$ cat src/rtl/apx_pkg.sv
package apx_pkg;
   typedef enum logic [1:0] {
      ST_IDLE  = 2'd0,
      ST_CHECK = 2'd1,
      ST_WAIT  = 2'd2,
      ST_RSP   = 2'd3
   } walk_state_t;

   localparam int PAGE_SHIFT = 12;
   localparam int SLOT_SHIFT = 22;
   localparam int L2_IDX_W   = SLOT_SHIFT - PAGE_SHIFT;
   localparam int FRAME_W    = 32 - PAGE_SHIFT;
   localparam int SLOT_FIELD_W = 6;
endpackage

$ cat src/rtl/apx_dir.sv
module apx_dir #(
   parameter int SLOTS   = 64,
   parameter int IDX_W   = 6,
   parameter int FRAME_W = 20
) (
   input  logic               clk,
   input  logic               rst_n,
   input  logic               wr_en,
   input  logic [IDX_W-1:0]   wr_idx,
   input  logic               wr_present,
   input  logic [FRAME_W-1:0] wr_frame,
   input  logic [IDX_W-1:0]   rd_idx,
   output logic               rd_present,
   output logic [FRAME_W-1:0] rd_frame
);
   logic [SLOTS-1:0]   present_q;
   logic [FRAME_W-1:0] frame_q [SLOTS];
   logic               wr_hit;

   assign wr_hit = wr_en && (32'(wr_idx) < SLOTS);

   always_ff @(posedge clk) begin
      if (!rst_n) begin
         present_q <= '0;
      end else if (wr_hit) begin
         present_q[wr_idx] <= wr_present;
      end
   end

   always_ff @(posedge clk) begin
      if (wr_hit) frame_q[wr_idx] <= wr_frame;
   end

   always_comb begin
      rd_present = 1'b0;
      rd_frame   = '0;
      if (32'(rd_idx) < SLOTS) begin
         rd_present = present_q[rd_idx];
         rd_frame   = frame_q[rd_idx];
      end
   end

   // a slot write is visible at the read side on the next cycle
   assert_slot_load_R1: assert property (@(posedge clk) disable iff (!rst_n)
      (wr_hit && rd_idx == wr_idx) |=> (rd_idx != $past(wr_idx)) || (rd_present == $past(wr_present)));
endmodule

$ cat src/rtl/apx_tcache.sv
module apx_tcache #(
   parameter int ENTRIES = 4,
   parameter int TAG_W   = 16,
   parameter int DATA_W  = 20
) (
   input  logic              clk,
   input  logic              rst_n,
   input  logic              flush,
   input  logic [TAG_W-1:0]  look_tag,
   output logic              hit,
   output logic [DATA_W-1:0] hit_data,
   input  logic              fill_en,
   input  logic [TAG_W-1:0]  fill_tag,
   input  logic [DATA_W-1:0] fill_data
);
   localparam int PTR_W = (ENTRIES > 1) ? $clog2(ENTRIES) : 1;

   logic [ENTRIES-1:0] valid_q;
   logic [ENTRIES-1:0] match;
   logic [TAG_W-1:0]   tag_q  [ENTRIES];
   logic [DATA_W-1:0]  data_q [ENTRIES];
   logic [PTR_W-1:0]   ptr_q;

   for (genvar e = 0; e < ENTRIES; e++) begin : g_way
      assign match[e] = valid_q[e] && (tag_q[e] == look_tag);
      always_ff @(posedge clk) begin
         if (fill_en && 32'(ptr_q) == e) begin
            tag_q[e]  <= fill_tag;
            data_q[e] <= fill_data;
         end
      end
   end

   always_comb begin
      hit_data = '0;
      for (int e = 0; e < ENTRIES; e++) begin
         if (match[e]) hit_data = hit_data | data_q[e];
      end
   end
   assign hit = |match;

   always_ff @(posedge clk) begin
      if (!rst_n) begin
         valid_q <= '0;
         ptr_q   <= '0;
      end else if (flush) begin
         valid_q <= '0;
      end else if (fill_en) begin
         valid_q[ptr_q] <= 1'b1;
         ptr_q <= (32'(ptr_q) == ENTRIES - 1) ? '0 : ptr_q + 1'b1;
      end
   end

   // a page is never held twice
   assert_unique_hit_R8: assert property (@(posedge clk) disable iff (!rst_n)
      $onehot0(match));
   // a flush empties every entry in the next cycle
   assert_flush_empty_R9: assert property (@(posedge clk) disable iff (!rst_n)
      flush |=> (valid_q == '0));
   // a filled page hits on the following cycle unless flushed
   assert_fill_hits_R7: assert property (@(posedge clk) disable iff (!rst_n)
      (fill_en && !flush && look_tag == fill_tag) |=> (look_tag != $past(fill_tag)) || hit);
endmodule

$ cat src/rtl/aperture_xlate.sv
module aperture_xlate #(
   parameter logic [31:0] APER_BASE     = 32'h8000_0000,
   parameter int          DIR_SLOTS     = 64,
   parameter int          CACHE_ENTRIES = 4,
   parameter logic [7:0]  DIR_REG_OFS   = 8'hB8,
   parameter logic [7:0]  CTRL_REG_OFS  = 8'hB0,
   parameter logic [7:0]  SIZE_REG_OFS  = 8'hB4,
   parameter int          FLUSH_BIT     = 7
) (
   input  logic        clk,
   input  logic        rst_n,
   input  logic        cfg_we,
   input  logic [7:0]  cfg_addr,
   input  logic [31:0] cfg_wdata,
   input  logic        req_valid,
   output logic        req_ready,
   input  logic [31:0] req_addr,
   output logic        rsp_valid,
   output logic        rsp_fault,
   output logic [31:0] rsp_addr,
   output logic        mem_rd_valid,
   output logic [31:0] mem_rd_addr,
   input  logic        mem_rd_data_valid,
   input  logic [31:0] mem_rd_data
);
   import apx_pkg::*;

   localparam int IDX_W  = SLOT_FIELD_W;
   localparam int TAG_W  = IDX_W + L2_IDX_W;
   localparam int SPAN_W = 32 - SLOT_SHIFT;

   if (DIR_SLOTS < 8 || DIR_SLOTS > 64 || (DIR_SLOTS & (DIR_SLOTS - 1)) != 0) begin : g_bad_slots
      $error("DIR_SLOTS must be a power of two from 8 to 64");
   end
   if (APER_BASE[SLOT_SHIFT-1:0] != '0) begin : g_bad_base
      $error("APER_BASE must be aligned to a directory span");
   end
   if (FLUSH_BIT < 0 || FLUSH_BIT > 31) begin : g_bad_bit
      $error("FLUSH_BIT out of range");
   end

   walk_state_t        state_q;
   logic [31:0]        addr_q;
   logic               flush_bit_q;
   logic [1:0]         size_sel_q;
   logic               rsp_fault_q;
   logic [31:0]        rsp_addr_q;

   logic               dir_we, ctrl_we, size_we, cache_flush;
   logic [31:0]        offset;
   logic [IDX_W:0]     slots_used;
   logic               in_range;
   logic [IDX_W-1:0]   slot_idx;
   logic               slot_present;
   logic [FRAME_W-1:0] slot_frame;
   logic               c_hit, c_fill;
   logic [FRAME_W-1:0] c_data;

   assign dir_we  = cfg_we && (cfg_addr == DIR_REG_OFS);
   assign ctrl_we = cfg_we && (cfg_addr == CTRL_REG_OFS);
   assign size_we = cfg_we && (cfg_addr == SIZE_REG_OFS);
   assign cache_flush = dir_we || (ctrl_we && cfg_wdata[FLUSH_BIT] && !flush_bit_q);

   always_ff @(posedge clk) begin
      if (!rst_n) begin
         flush_bit_q <= 1'b0;
         size_sel_q  <= 2'd0;
      end else begin
         if (ctrl_we) flush_bit_q <= cfg_wdata[FLUSH_BIT];
         if (size_we) size_sel_q  <= cfg_wdata[1:0];
      end
   end

   assign offset     = addr_q - APER_BASE;
   assign slots_used = (IDX_W+1)'(DIR_SLOTS >> (2'd3 - size_sel_q));
   assign in_range   = (addr_q >= APER_BASE) &&
                       (offset[31:SLOT_SHIFT] < SPAN_W'(slots_used));
   assign slot_idx   = offset[SLOT_SHIFT+IDX_W-1:SLOT_SHIFT];

   apx_dir #(.SLOTS(DIR_SLOTS), .IDX_W(IDX_W), .FRAME_W(FRAME_W)) u_dir (
      .clk        (clk),
      .rst_n      (rst_n),
      .wr_en      (dir_we),
      .wr_idx     (cfg_wdata[IDX_W-1:0]),
      .wr_present (cfg_wdata[8]),
      .wr_frame   (cfg_wdata[31:PAGE_SHIFT]),
      .rd_idx     (slot_idx),
      .rd_present (slot_present),
      .rd_frame   (slot_frame)
   );

   assign c_fill = (state_q == ST_WAIT) && mem_rd_data_valid && mem_rd_data[0];

   if (CACHE_ENTRIES > 0) begin : g_cache
      apx_tcache #(.ENTRIES(CACHE_ENTRIES), .TAG_W(TAG_W), .DATA_W(FRAME_W)) u_cache (
         .clk       (clk),
         .rst_n     (rst_n),
         .flush     (cache_flush),
         .look_tag  (offset[SLOT_SHIFT+IDX_W-1:PAGE_SHIFT]),
         .hit       (c_hit),
         .hit_data  (c_data),
         .fill_en   (c_fill),
         .fill_tag  (offset[SLOT_SHIFT+IDX_W-1:PAGE_SHIFT]),
         .fill_data (mem_rd_data[31:PAGE_SHIFT])
      );
   end else begin : g_nocache
      assign c_hit  = 1'b0;
      assign c_data = '0;
   end

   assign mem_rd_valid = (state_q == ST_CHECK) && in_range && slot_present && !c_hit;
   assign mem_rd_addr  = {slot_frame, addr_q[SLOT_SHIFT-1:PAGE_SHIFT], 2'b00};

   always_ff @(posedge clk) begin
      if (!rst_n) begin
         state_q     <= ST_IDLE;
         addr_q      <= '0;
         rsp_fault_q <= 1'b0;
         rsp_addr_q  <= '0;
      end else begin
         unique case (state_q)
            ST_IDLE: if (req_valid) begin
               addr_q  <= req_addr;
               state_q <= ST_CHECK;
            end
            ST_CHECK: begin
               if (!in_range || !slot_present) begin
                  rsp_fault_q <= 1'b1;
                  rsp_addr_q  <= '0;
                  state_q     <= ST_RSP;
               end else if (c_hit) begin
                  rsp_fault_q <= 1'b0;
                  rsp_addr_q  <= {c_data, addr_q[PAGE_SHIFT-1:0]};
                  state_q     <= ST_RSP;
               end else begin
                  state_q <= ST_WAIT;
               end
            end
            ST_WAIT: if (mem_rd_data_valid) begin
               rsp_fault_q <= !mem_rd_data[0];
               rsp_addr_q  <= mem_rd_data[0] ?
                              {mem_rd_data[31:PAGE_SHIFT], addr_q[PAGE_SHIFT-1:0]} : '0;
               state_q     <= ST_RSP;
            end
            ST_RSP: state_q <= ST_IDLE;
            default: state_q <= ST_IDLE;
         endcase
      end
   end

   assign req_ready = (state_q == ST_IDLE);
   assign rsp_valid = (state_q == ST_RSP);
   assign rsp_fault = rsp_fault_q;
   assign rsp_addr  = rsp_addr_q;

   assert_busy_after_accept_R11: assert property (@(posedge clk) disable iff (!rst_n)
      (req_valid && req_ready) |=> !req_ready);
   assert_rsp_single_R11: assert property (@(posedge clk) disable iff (!rst_n)
      rsp_valid |=> !rsp_valid);
   assert_rsp_while_busy_R11: assert property (@(posedge clk) disable iff (!rst_n)
      rsp_valid |-> !req_ready);
   assert_read_while_busy_R11: assert property (@(posedge clk) disable iff (!rst_n)
      mem_rd_valid |-> !req_ready);
   assert_fault_zero_addr_R6: assert property (@(posedge clk) disable iff (!rst_n)
      (rsp_valid && rsp_fault) |-> (rsp_addr == 32'd0));
endmodule

$ cat config.mk
export PLATFORM = sky130hd
export DESIGN_NAME = aperture_xlate
export DESIGN_NICKNAME = d
export VERILOG_FILES = /design/src/rtl/apx_pkg.sv /design/src/rtl/apx_dir.sv /design/src/rtl/apx_tcache.sv /design/src/rtl/aperture_xlate.sv
export SDC_FILE = /design/constraint.sdc
export NUM_CORES = 1
export LEC_CHECK = 0
export BUFFER_PORTS_ARGS = -buffer_cell sky130_fd_sc_hd__buf_2
export CORE_MARGIN = 5
export CORE_UTILIZATION = 60
export CTS_CLUSTER_SIZE = 14
export DETAILED_ROUTE_END_ITERATION = 12
export PLACE_DENSITY_LB_ADDON = 0.08
export REMOVE_ABC_BUFFERS = 1
export SLEW_MARGIN = 15
export SYNTH_ARGS = -nofsm -noshare
export SYNTH_HDL_FRONTEND = slang
export SYNTH_HIERARCHICAL = 1
export SYNTH_SLANG_ARGS = --single-unit
$ cat constraint.sdc
create_clock -name clk -period 3.61 [get_ports clk]
set_input_delay 0.5415 -clock clk [delete_from_list [all_inputs] [get_ports clk]]
set_output_delay 0.5415 -clock clk [all_outputs]
set_load 0.005 [all_outputs]
==> After elaboration in Yosys (flattened, before gate mapping) <==
Memories as Yosys holds them, arrays and structs flattened.
Index checks and enable logic that the tools add are counted.
{ "op_classes": {"addsub": 3, "n_lt_le_gt_ge": 7, "eq_ne": 16, "shifts": 1, "mux": 54, "n_bitwise": 6, "reduce_logical": 43} }
{ "ops": {"columns": ["cell", "count"], "rows": [
  ["$mux 20", 7],
  ["$mux 32", 4],
  ["$bwmux 64", 1],
  ["$eq 16x16->1", 4],
  ["$pmux 32 s2", 1],
  ["$or 20x20->20", 3],
  ["$reduce_or 20->1", 3],
  ["$mux 16", 3],
  ["$reduce_or 16->1", 3],
  ["$ge 32x32->1 const B", 1],
  ["$sub 32x32->32 const B", 1],
  ["$eq 8x8->1 const B", 3],
  ["$mux 1", 24],
  ["$logic_and 1x1->1", 21],
  ["$mux 2", 9],
  ["$lt 6x7->1 const B", 2],
  ["$lt 10x7->1", 1],
  ["$eq 2x2->1 const B", 4],
  ["$pmux 2 s4", 1],
  ["$shr 7x2->7 const A", 1],
  ["$bmux 1 s6", 1],
  ["$demux 1 s6", 1],
  ["$ge 6x1->1 const B", 1],
  ["$reduce_and 2->1", 3],
  ["18 further kinds", 27]
]} }
{ "word_totals": {"reg_bits": 140, "mem_bits_rw": 1424, "inputBits": 109, "output_inout_bits": 68, "elab_cells": 142, "n_memories": 3} }
{ "mem_list": {"columns": ["memory", "words", "word_bits", "rd", "rd_clocked_by_memory_dff", "write_ports", "line_no", "text"], "rows": [
  ["u_dir.frame_q", 64, 20, 1, 0, 1, "apx_dir.sv:17", "logic [FRAME_W-1:0] frame_q [SLOTS];"],
  ["g_cache.u_cache.data_q", 4, 20, 4, 0, 1, "apx_tcache.sv:21", "logic [DATA_W-1:0] data_q [ENTRIES];"],
  ["g_cache.u_cache.tag_q", 4, 16, 4, 0, 1, "apx_tcache.sv:20", "logic [TAG_W-1:0] tag_q [ENTRIES];"]
]} }

==> Depth between registers and ports, before layout <==
{ "depth": {"ltp_word": 13, "ltp_mapped": 15, "ltp_nobuf": 10} }

==> Cells and area by module <==
The synthesis kept the hierarchy.
{ "by_module_without_submodules": {"columns": ["mod", "instances", "cells_each", "area_each_um2", "seq_area_each_um2"], "rows": [
  ["apx_dir", 1, 2393, 51578.2, 39718.1],
  ["apx_tcache", 1, 391, 6114.6, 4444.3],
  ["aperture_xlate", 1, 363, 3050.4, 1401.3]
]} }

==> Worst setup path before layout <==
No wires, ideal clock.
{ "synth_path": {"path_type": "register -> output", "startpoint": "reg addr_q[22]", "endpoint": "out mem_rd_valid", "arrival_ns": 2.705, "required_time_ns": 3.069, "slack_ns": 0.363, "path_stages_with_launch": 13, "path_buffers": 5, "cell_sequence": "dfxtp_1 > buf_2 > buf_4 > buf_4 > buf_4 > buf_1 > nand2_1 > a31oi_1 > o21ai_1 > o41ai_1 > nand2b_1 > or4b_4 > nor2_1"} }
{ "synth_via": {"elab_cells_between_ends": 19, "classes_between": "add/sub: 1; order compare: 2; eq/ne: 4; mux: 2; reduce/logical: 10"} }
{ "synth_lines": {"columns": ["item", "line_no", "text"], "rows": [
  ["from (decl)", "aperture_xlate.sv:43", "logic [31:0] addr_q;"],
  ["from (signal assigned)", "aperture_xlate.sv:123", "addr_q <= req_addr;"],
  ["$sub 32x32->32", "aperture_xlate.sv:74", "assign offset = addr_q - APER_BASE;"],
  ["$bmux 1 s6", "apx_dir.sv:38", "rd_present = present_q[rd_idx];"],
  ["$mux 1 (implied by the code)", "apx_dir.sv:38", null],
  ["net slot_present", "aperture_xlate.sv:54", "logic slot_present;"],
  ["$logic_and 1x1->1 (2 in series)", "aperture_xlate.sv:111", "assign mem_rd_valid = (state_q == ST_CHECK) && in_range && slot_present && !c_hit;"],
  ["to (decl)", "aperture_xlate.sv:21", "output logic mem_rd_valid,"]
]} }
The timed path passes the listed nets, and every way through them passes these cells. The select of a mux whose other input is x is not followed.

==> Worst setup path after layout <==
Same ends and word-level chain as after synthesis.

==> metrics.yaml <==
status: "finished, violations left"
io_buffers: 159
violations: "negative setup slack"
grtUsageTotal_pct: 28.3
clock_latency_ps: 740
leakagePower_nw: 22.5
synth_top_cell_area_share_pct: 70.4
ys_warn_count: 6
rr_startpoint: "addr_q[22]"
yosysSeqAreaShare_pct: 75.0
reg2reg_depth: 14
drc: 0
synth_top_family_by_area: "multiplexers"
setup_viol: 21
crit_fanout: 6
ctsHtreeMaxLevel: 4
wire_per_inst_um: 30.4
rsz0062_at_grt: "yes"
vdd_ir_drop_max_mv: 0.488
period_needed_ps: 3920
worst_slew_pin_slew_ps: 1160
die_w_um: 328
viasPerCell: 6.52
yosys-top-cells-area: "edfxtp_1, mux4_2, dfxtp_1"
core_um2: 100000
min_to: "addr_q[19]"
syn_area_um2: 60700
path_clk_slew_ps: 60
synth_area_leader_cell: "edfxtp_1"
setup_ws_ps: -306
antenna_found_initial: 8
max_freq_mhz: 255
reg2reg_to: "rsp_addr[8]"
cp_cell_sequence: "buf_12 > buf_4 > mux4_2 > o22ai_2 > o31a_1 > o41ai_2 > buf_4 > nand2b_4 > or4b_4 > nor2_4 > buf_2"
hp-start: "req_addr[19]"
relSlewSlack_pct: 22.7
cp_data_arrival_time_ps: 3370
num-nets-final: 3662
postSynthAreaPerCell_um2: 19.3
ys_ff_latch: 1564
reg2reg_slack_ps: 170
grt_start_max_net_pins: 67
path_common_cell: "buf_4"
clock_skew_ps: 18.9
grt_pass1_wl_um: 221000
p_per_area_nw_per_um2: 600
wl_um: 153000
synth-adder-area-share_pct: 0.247
first_iter_violations: 4045
cts_buffer_depth: 3
cts.sinks: 1564
synth_compound_area_share_pct: 4.79
crit_required_ps: 3070
worst_setup_path_start_kind: "flop"
synth_edf_count: 1424
syn_inst: 3147
synthMuxAreaShare_pct: 13.7
antenna_left: 0
hpwl_um: 87900
die_y_um: 328
initial_core_util_pct: 60.6
hold_viol_final: 0
rows: 116
crit_path_end_kind: "output pin"
drive_gt1_share_pct: 32.2
cts_root_buf: "clkbuf_16"
via_count: 32800
cap_violations: 0
whs_ps: 40.0
yosys.area_share.simple_pct: 3.44
cp_slowest_stage_delay_ps: 540
yosys.cell_types.count: 66
overflow: 0
dieArea_um2: 108000
areaGrowthSynthToFinish_pct: 17.6
slowest_stage: "or4b_4"
slew_violations: 0
globalplace.congestion: 0.863
synth_xor_area_share_pct: 0.960
finalSetupTns_ps: -3890
yosysMostFrequentCell: "edfxtp_1"
criticalPathCategory: "reg2out"
async_flop_share_pct: 0
p_total_mw: 42.9
first_pass_iters: 5
holdCritPathClass: "in2reg"
ios: 177
synth_common_cells: "edfxtp_1, mux4_2, nand2_1"
finalCritPeriodShare_pct: 108
cts_tree: "built"
cts_made_buffers: 154
synthFlopType: "edfxtp_1"
grt_pass1_vias: 32800
holdPathStages: 3
-- worst max-delay path: cells and delay by family (launching register included) --
| family | cells | cell delay (ps) |
|---|---|---|
| AO/OA/AOI/OAI | 3 | 600 |
| multiplexers | 1 | 340 |
| flip-flops | 1 | 380 |
| buffers and inverters | 4 | 620 |
| AND/OR/NAND/NOR | 3 | 710 |
-- cells in the final DEF (no fill, tap or decap), types with 9 or more instances in the layout --
cell,netlist,layout
edfxtp_1,1424,1424
mux4_2,356,356
nand2_1,230,229
buf_4,39,184
clkbuf_16,0,165
buf_2,38,151
dfxtp_1,140,134
a21oi_1,69,69
nor2_2,0,66
nor2_1,127,59
o21ai_0,62,59
buf_12,0,57
a21boi_0,54,54
clkbuf_1,99,50
xnor2_1,49,49
o22ai_1,56,46
nand3_1,25,25
clkinv_1,0,23
o221ai_1,38,23
mux2i_1,26,22
and3_1,21,21
a32oi_1,21,21
o21ai_1,33,21
buf_16,0,20
a311o_1,20,20
a31oi_1,19,19
o21ai_2,3,17
o31a_1,18,17
clkinv_2,0,16
nor2b_1,16,16
buf_6,13,16
nand4_1,14,14
ha_1,12,12
xor2_1,12,12
o221ai_2,0,12
clkbuf_8,3,11
bufinv_16,0,10
o41ai_2,0,10
inv_1,9,9
-- timing repair --
action | 4_1_cts | 5_1_grt
hold buffers | 4 | 0
cloned | 14 | 3
pin swaps | 10 | 9
hold endpoints to repair | 10 | 0
buffers inserted | 39 | 8
setup endpoints to repair | 21 | 22
resized for setup | 107 | 43
-- routing by layer --
metal | global-route usage, % | vias to the layer above | wire, µm
met4 | 8.94 | 0 | 4860
met5 | 0 | - | 0
met3 | 7.14 | 253 | 15900
met2 | 44.3 | 1715 | 72500
li1 | - | 13700 | -
met1 | 40.3 | 17200 | 59500
-- worst max-delay path by stage --
stage | depth (start not counted) | to | slack, ps | startpoint
after global routing | 11 | mem_rd_valid | -430 | addr_q[22]
after CTS | 10 | mem_rd_addr[19] | -310 | addr_q[22]
after floorplan | 5 | mem_rd_addr[18] | -12290 | addr_q[22]
final | 11 | mem_rd_valid | -310 | addr_q[22]
after global placement | 9 | mem_rd_valid | 250 | addr_q[22]
after detailed placement | 8 | mem_rd_addr[19] | 190 | addr_q[22]
-- registers in the layout, indices dropped and copies added (netlist names) --
register                 count
g_cache.u_cache/tag_q       64
state_q                      2
g_cache.u_cache/ptr_q        2
rsp_fault                    1
rsp_addr                    32
g_cache.u_cache/valid_q      4
u_dir/frame_q             1280
g_cache.u_cache/data_q      80
addr_q                      32
u_dir/present_q             64
flush_bit_q                  1
size_sel_q                   2
-- stage by stage --
| step | cell area (µm²) | setup WS (ps) | cells | util (%) |
|---|---|---|---|---|
| 5_1_grt | 71400 | -428 | 5026 | 71.2 |
| 3_3_place_gp | 64700 | 252 | 4677 | 64.5 |
| 3_5_place_dp | 64700 | 188 | 4677 | 64.5 |
| 6_report | 71400 | -306 | 5033 | 71.2 |
| 4_1_cts | 71000 | -313 | 5016 | 70.8 |
| 2_1_floorplan | 59600 | -12290 | 2941 | - |
-- power breakdown --
group          total, mW  leakage (nW)  internal, mW  switching (mW)
clock               15.7          2.42          9.17            6.54
combinational       6.98          6.15          3.14            3.84
sequential          20.2          13.9          20.0           0.224
-- kinds of logic after synthesis --
kind of cell,count (synthesis)
flip-flops,1564
XOR/XNOR,64
other,1
multiplexers,384
AND/OR/NAND/NOR,476
buffers and inverters,219
AO/OA/AOI/OAI,427
adder cells (fa/ha/maj),12
-- final cells by class --
cell class | count | area (µm²)
multi-input combinational | 1365 | 14800
clock inverter | 60 | 561
sequential | 1564 | 45600
antenna | 8 | 20.0
inverter | 12 | 47.5
clock buffer | 223 | 4390
tap | 1357 | 1700
fill | 5978 | 28900
timing repair buffer | 444 | 4330
Power figures use the tool's default switching activity.
